===== config.mk =====
export PLATFORM = sky130hd
export DESIGN_NAME = cdly_pulse_gen
export DESIGN_NICKNAME = d
export VERILOG_FILES = /design/src/rtl/cdly_pkg.sv /design/src/rtl/cdly_refire_guard.sv /design/src/rtl/cdly_shifter.sv /design/src/rtl/cdly_pulse_shaper.sv /design/src/rtl/cdly_pulse_gen.sv
export SDC_FILE = /design/constraint.sdc
export NUM_CORES = 1
export LEC_CHECK = 0
export ABC_AREA = 1
export BUFFER_PORTS_ARGS = -buffer_cell sky130_fd_sc_hd__buf_2
export CAP_MARGIN = 20
export CORE_MARGIN = 5
export CORE_UTILIZATION = 54
export CTS_CLUSTER_SIZE = 10
export DETAILED_ROUTE_END_ITERATION = 7
export HOLD_SLACK_MARGIN = 0.15
export PLACE_DENSITY = 0.73
export REMOVE_ABC_BUFFERS = 1
export SYNTH_ARGS = -nofsm -noshare
export SYNTH_HDL_FRONTEND = slang
export SYNTH_HIERARCHICAL = 1
export SYNTH_SLANG_ARGS = --single-unit

===== constraint.sdc =====
create_clock -name clk -period 1.7 [get_ports clk]
set_clock_uncertainty 0.15 [all_clocks]
set_input_delay 0.17 -clock clk [delete_from_list [all_inputs] [get_ports clk]]
set_output_delay 0.17 -clock clk [all_outputs]
set_load 0.01 [all_outputs]

===== src/rtl/cdly_pkg.sv =====
package cdly_pkg;
  localparam int COARSE_W_DEF = 3;
  localparam int FINE_W_DEF   = 7;
  localparam int MIN_GAP_DEF  = 4;
  localparam int PULSE_W_DEF  = 2;
endpackage


===== src/rtl/cdly_refire_guard.sv =====
module cdly_refire_guard #(
  parameter int MIN_GAP = cdly_pkg::MIN_GAP_DEF
) (
  input  logic clk,
  input  logic rst_n,
  input  logic evt_i,
  output logic accept_o,
  output logic viol_o
);
  localparam int CNT_W = $clog2(MIN_GAP + 1);
  localparam logic [CNT_W-1:0] GAP_LIM = CNT_W'(MIN_GAP);

  logic [CNT_W-1:0] gap_q, gap_d;
  logic             viol_q, viol_d;
  logic             ready, reject, gap_en;

  assign ready    = (gap_q >= GAP_LIM);
  assign accept_o = evt_i & ready;
  assign reject   = evt_i & ~ready;
  assign gap_en   = accept_o | ~ready;
  assign viol_o   = viol_q;

  always_comb begin
    gap_d  = gap_q;
    viol_d = viol_q | reject;
    if (accept_o) begin
      gap_d = CNT_W'(1);
    end else if (!ready) begin
      gap_d = gap_q + CNT_W'(1);
    end
  end

  always_ff @(posedge clk or negedge rst_n) begin
    if (!rst_n) begin
      gap_q  <= GAP_LIM;
      viol_q <= 1'b0;
    end else begin
      if (gap_en) gap_q <= gap_d;
      viol_q <= viol_d;
    end
  end


  sticky_flag_chk: assert property (@(posedge clk) disable iff (!rst_n)
    viol_o |=> viol_o);


  refire_gap_chk: assert property (@(posedge clk) disable iff (!rst_n)
    accept_o |=> !accept_o);
endmodule


===== src/rtl/cdly_shifter.sv =====
module cdly_shifter #(
  parameter int COARSE_W = cdly_pkg::COARSE_W_DEF,
  parameter int FINE_W   = cdly_pkg::FINE_W_DEF
) (
  input  logic                clk,
  input  logic                rst_n,
  input  logic                load_i,
  input  logic [COARSE_W-1:0] slot_i,
  input  logic [FINE_W-1:0]   fine_i,
  output logic                head_vld_o,
  output logic [FINE_W-1:0]   head_fine_o
);
  localparam int DEPTH = 1 << COARSE_W;

  logic [DEPTH-1:0]  vld_q, vld_d, fine_en;
  logic [FINE_W-1:0] fine_q [DEPTH];
  logic [FINE_W-1:0] fine_d [DEPTH];

  for (genvar i = 0; i < DEPTH; i++) begin : g_slot
    logic              up_vld, hit;
    logic [FINE_W-1:0] up_fine;
    if (i == DEPTH - 1) begin : g_top
      assign up_vld  = 1'b0;
      assign up_fine = '0;
    end else begin : g_mid
      assign up_vld  = vld_q[i+1];
      assign up_fine = fine_q[i+1];
    end
    // a new load takes the tap even if an older token is shifting into it
    assign hit        = load_i && (slot_i == COARSE_W'(i));
    assign vld_d[i]   = hit | up_vld;
    assign fine_en[i] = hit | up_vld;
    assign fine_d[i]  = hit ? fine_i : up_fine;
  end

  always_ff @(posedge clk or negedge rst_n) begin
    if (!rst_n) begin
      vld_q <= '0;
      for (int i = 0; i < DEPTH; i++) fine_q[i] <= '0;
    end else begin
      vld_q <= vld_d;
      for (int i = 0; i < DEPTH; i++) begin
        if (fine_en[i]) fine_q[i] <= fine_d[i];
      end
    end
  end

  assign head_vld_o  = vld_q[0];
  assign head_fine_o = fine_q[0];


  slot_load_chk: assert property (@(posedge clk) disable iff (!rst_n)
    (load_i && slot_i == '0) |=> head_vld_o);
endmodule


===== src/rtl/cdly_pulse_shaper.sv =====
module cdly_pulse_shaper #(
  parameter int FINE_W  = cdly_pkg::FINE_W_DEF,
  parameter int PULSE_W = cdly_pkg::PULSE_W_DEF
) (
  input  logic              clk,
  input  logic              rst_n,
  input  logic              tok_i,
  input  logic [FINE_W-1:0] tok_fine_i,
  output logic              pulse_n_o,
  output logic [FINE_W-1:0] fine_o
);
  localparam int REM_W = $clog2(PULSE_W + 1);
  localparam logic [REM_W-1:0] REM_LOAD = REM_W'(PULSE_W - 1);

  logic              low_q, low_d;
  logic [REM_W-1:0]  rem_q, rem_d;
  logic [FINE_W-1:0] fine_q;

  always_comb begin
    low_d = 1'b0;
    rem_d = rem_q;
    if (tok_i) begin
      low_d = 1'b1;
      rem_d = REM_LOAD;
    end else if (rem_q != '0) begin
      low_d = 1'b1;
      rem_d = rem_q - REM_W'(1);
    end
  end

  always_ff @(posedge clk or negedge rst_n) begin
    if (!rst_n) begin
      low_q  <= 1'b0;
      rem_q  <= '0;
      fine_q <= '0;
    end else begin
      low_q <= low_d;
      rem_q <= rem_d;
      if (tok_i) fine_q <= tok_fine_i;
    end
  end

  assign pulse_n_o = ~low_q;
  assign fine_o    = fine_q;


  fine_hold_chk: assert property (@(posedge clk) disable iff (!rst_n)
    !$stable(fine_o) |-> !pulse_n_o);


  pulse_width_chk: assert property (@(posedge clk) disable iff (!rst_n)
    $fell(pulse_n_o) |=> !pulse_n_o);
endmodule


===== src/rtl/cdly_pulse_gen.sv =====
module cdly_pulse_gen #(
  parameter int COARSE_W = cdly_pkg::COARSE_W_DEF,
  parameter int FINE_W   = cdly_pkg::FINE_W_DEF,
  parameter int MIN_GAP  = cdly_pkg::MIN_GAP_DEF,
  parameter int PULSE_W  = cdly_pkg::PULSE_W_DEF
) (
  input  logic                         clk,
  input  logic                         rst_n,
  input  logic                         evt_i,
  input  logic [COARSE_W+FINE_W-1:0]   tset_i,
  input  logic                         half_span_i,
  output logic                         pulse_n_o,
  output logic [FINE_W-1:0]            fine_o,
  output logic                         refire_viol_o
);
  localparam int TS_W = COARSE_W + FINE_W;

  logic                accept;
  logic [COARSE_W-1:0] coarse_raw, coarse_mask, coarse_eff;
  logic                head_vld;
  logic [FINE_W-1:0]   head_fine;

  assign coarse_raw  = tset_i[TS_W-1 -: COARSE_W];
  assign coarse_mask = half_span_i ? {1'b0, {(COARSE_W-1){1'b1}}} : '1;
  assign coarse_eff  = coarse_raw & coarse_mask;

  cdly_refire_guard #(.MIN_GAP(MIN_GAP)) u_guard (
    .clk      (clk),
    .rst_n    (rst_n),
    .evt_i    (evt_i),
    .accept_o (accept),
    .viol_o   (refire_viol_o)
  );

  cdly_shifter #(.COARSE_W(COARSE_W), .FINE_W(FINE_W)) u_shift (
    .clk         (clk),
    .rst_n       (rst_n),
    .load_i      (accept),
    .slot_i      (coarse_eff),
    .fine_i      (tset_i[FINE_W-1:0]),
    .head_vld_o  (head_vld),
    .head_fine_o (head_fine)
  );

  cdly_pulse_shaper #(.FINE_W(FINE_W), .PULSE_W(PULSE_W)) u_shape (
    .clk        (clk),
    .rst_n      (rst_n),
    .tok_i      (head_vld),
    .tok_fine_i (head_fine),
    .pulse_n_o  (pulse_n_o),
    .fine_o     (fine_o)
  );


  head_to_pulse_chk: assert property (@(posedge clk) disable iff (!rst_n)
    head_vld |=> !pulse_n_o);


  retrig_fine_chk: assert property (@(posedge clk) disable iff (!rst_n)
    head_vld |=> (fine_o == $past(head_fine)));
endmodule


==> flow_summary.yaml <==
yosys:
  syn_inst: 505
  netlist_area_mm2: 0.00376
  synth_cell_types: 18
  yosysTopAreaCell: "dfrtp_1"
  synth.area.top_cells: "dfrtp_1, nand2_1, nand3_1"
  synth_warnings: 6
  yosysSeqAreaShare: 0.520
  yosysTopAreaCellShare: 0.513
  ys_ff_latch: 78
  avgSynthCellArea_um2: 7.44
floorplan:
  die-area_mm2: 0.00873
  rows: 30
  fp.dieW_um: 93.4
  core_area_mm2: 0.00679
  start_util: 0.553
  io_pins: 23
  die_h_um: 93.4
power:
  p_per_area_mw_per_mm2: 1420
  finalPower_uw: 6210
  p_leak_uw: 0.00245
  ir_drop_mv: 0.769
final_layout:
  fin_nets: 561
  syn_to_final_growth_pct: 16.0
  multi_input_area_mm2: 0.00163
  seq_area_mm2: 0.00195
  antenna_cells: 0
  nFillCells: 604
  mostFrequentLayoutCells: "nand2_1, nand3_1, dfrtp_1"
  final_util: 0.641
  mostFrequentLayoutCell: "nand2_1"
  drive_above_1_share: 0.135
worst_hold_path:
  hold_path.class: "in -> reg"
detailed_routing:
  ant_nets: 0
  vias: 3299
  routed_wl_mm: 8.74
  vias_per_cell: 5.11
  drtIter0Drc: 157
  first_pass_iters: 5
  drc: 0
  wl_per_cell_um: 13.5
clock_network:
  cts-buffers-inserted: 9
  cts_buffer_depth: 2
  cts-root-buf: "clkbuf_8"
  cts_tree: "done"
  clock_sinks: 78
  htreeDepth: 3
  clkTransAtPathRegs_ns: 0.08
  clkLatencyLatePin_ns: 0.35
worst_setup_path:
  required_ns: 1.79
  critPathKind: "reg -> reg"
  endpoint_kind: "flip-flop"
  worstPathMaxFanout: 7
  crit_path_start_kind: "flip-flop"
  cp.arrival_ns: 1.74
sta:
  drv_slew: 0
  fin_crit_ns: 1.65
  worst_slew_pin_slew_ns: 0.455
  period_share: 0.970
  max_freq_ghz: 0.607
  relSlewSlack: 0.697
  finalWorstSetupSlack_ns: 0.0516
  rsz0062_at_grt: "yes"
  setup_viol: 0
  final_hold_viol_count: 0
place:
  place_congestion: 0.788
  io_buffers: 22
  hpwl_mm: 5.78
  dpl_worst_slack_ns: -0.0547
global_route:
  grt_max_degree: 35
  grt-ovfl-total: 0
  antenna_found_initial: 0
  grt_pass1_vias: 3282
  groute.usage.overall: 0.219
  grt_pass1_wl_mm: 15.0
run_status:
  outcome: "finished, final reports clean"
flow_run:
  maxCapViolCount: 0
## worst paths after layout
| check | to | start | depth (start not counted) | slack [ns] |
|---|---|---|---|---|
| setup / recovery | u_shift/head_fine_o[0]$_DFFE_PN0P_ | u_guard/gap_q[2]$_DFFE_PN1P_ | 9 | 0.05 |
| hold / removal | u_shift/vld_q[7]$_DFF_PN0_ | tset_i[9] | 5 | 0.16 |
| setup reg to reg | u_shift/head_fine_o[0]$_DFFE_PN0P_ | u_guard/gap_q[2]$_DFFE_PN1P_ | 9 | 0.05 |
| hold reg to reg | u_shape/fine_o[2]$_DFFE_PN0P_ | u_shape/fine_o[2]$_DFFE_PN0P_ | 2 | 0.32 |
| max in group asynchronous | u_shift/g_slot[5].up_fine[3]$_DFFE_PN0P_ | rst_n | 3 | 0.68 |
| min in group asynchronous | u_shift/g_slot[1].up_fine[1]$_DFFE_PN0P_ | rst_n | 2 | 0.17 |
## per-layer routing
metal | share of wire | GRT usage | vias up
met5 | 0 | 0 | -
met4 | 0.019 | 0.0891 | 0
met3 | 0.043 | 0.0370 | 17
met2 | 0.51 | 0.375 | 95
met1 | 0.43 | 0.274 | 1543
li1 | - | - | 1644
## area by class of cell
cell class	instances	share of cell area
Multi-Input combinational cell	378	0.373
Tap cell	96	0.0276
Timing Repair Buffer	48	0.0821
Clock buffer	10	0.0316
Clock inverter	5	0.0115
Sequential cell	78	0.448
Inverter	30	0.0258
## registers in the layout, summed over array words and instances, names as in the netlist
signal                  count
u_shift/g_slot.up_fine     49
u_guard/gap_q               3
u_shape/fine_o              7
u_shift/vld_q               8
u_guard/viol_o              1
u_shape/low_q               1
u_shape/rem_q               2
u_shift/head_fine_o         7
## Yosys cell counts
cell,n
buf_2,10
nor2_4,3
nand2_2,4
a21oi_1,7
nor2_1,10
buf_1,7
buf_4,1
inv_2,5
ha_1,2
dfstp_2,1
buf_6,1
inv_1,25
o21bai_1,1
dfrtp_1,77
nor2_2,4
nand3_2,1
nand3_1,79
nand2_1,267
## cells by family after synthesis
| group | Yosys count | share of synthesized area |
|---|---|---|
| adder cells (fa/ha/maj) | 2 | 0.00666 |
| AO/OA/AOI/OAI | 8 | 0.0113 |
| AND/OR/NAND/NOR | 368 | 0.407 |
| flip-flops | 78 | 0.520 |
| buffers and inverters | 49 | 0.0553 |
## where the power goes
part | total [uW] | switching, uW | internal (uW)
combinational | 1650 | 925 | 723
clock | 1350 | 647 | 700
sequential | 3210 | 514 | 2700
## worst max-delay path: stages, from the launching register on
cell     delay, ns
dfstp_2       0.53
nand2_1       0.06
inv_2         0.07
inv_1         0.05
nor2_2        0.13
buf_6         0.17
buf_4         0.16
nand3_1       0.08
nand2_1       0.09
nand2_1       0.05
## repair_timing
action | 4_1_cts | 5_1_grt
pin swaps | 0 | 2
hold buffers | 11 | 1
hold endpoints to repair | 105 | 1
resized for setup | 3 | 9
cloned | 0 | 1
setup endpoints to repair | 21 | 50
setup buffers | 0 | 2
## metrics by stage
| stage | instance area (um^2) | hold WS [ns] | std cells | TNS (ns) |
|---|---|---|---|---|
| 2_1_floorplan | 3660 | -0.276 | 486 | -10.01 |
| 3_3_place_gp | 3990 | -0.00532 | 615 | -0.124 |
| 3_5_place_dp | 3990 | 0.000862 | 615 | -0.701 |
| 4_1_cts | 4300 | 0.171 | 641 | 0 |
| 5_1_grt | 4360 | 0.160 | 645 | -0.209 |
| 6_report | 4360 | 0.162 | 645 | 0 |
No activity file was read; power rests on OpenSTA's default activity.
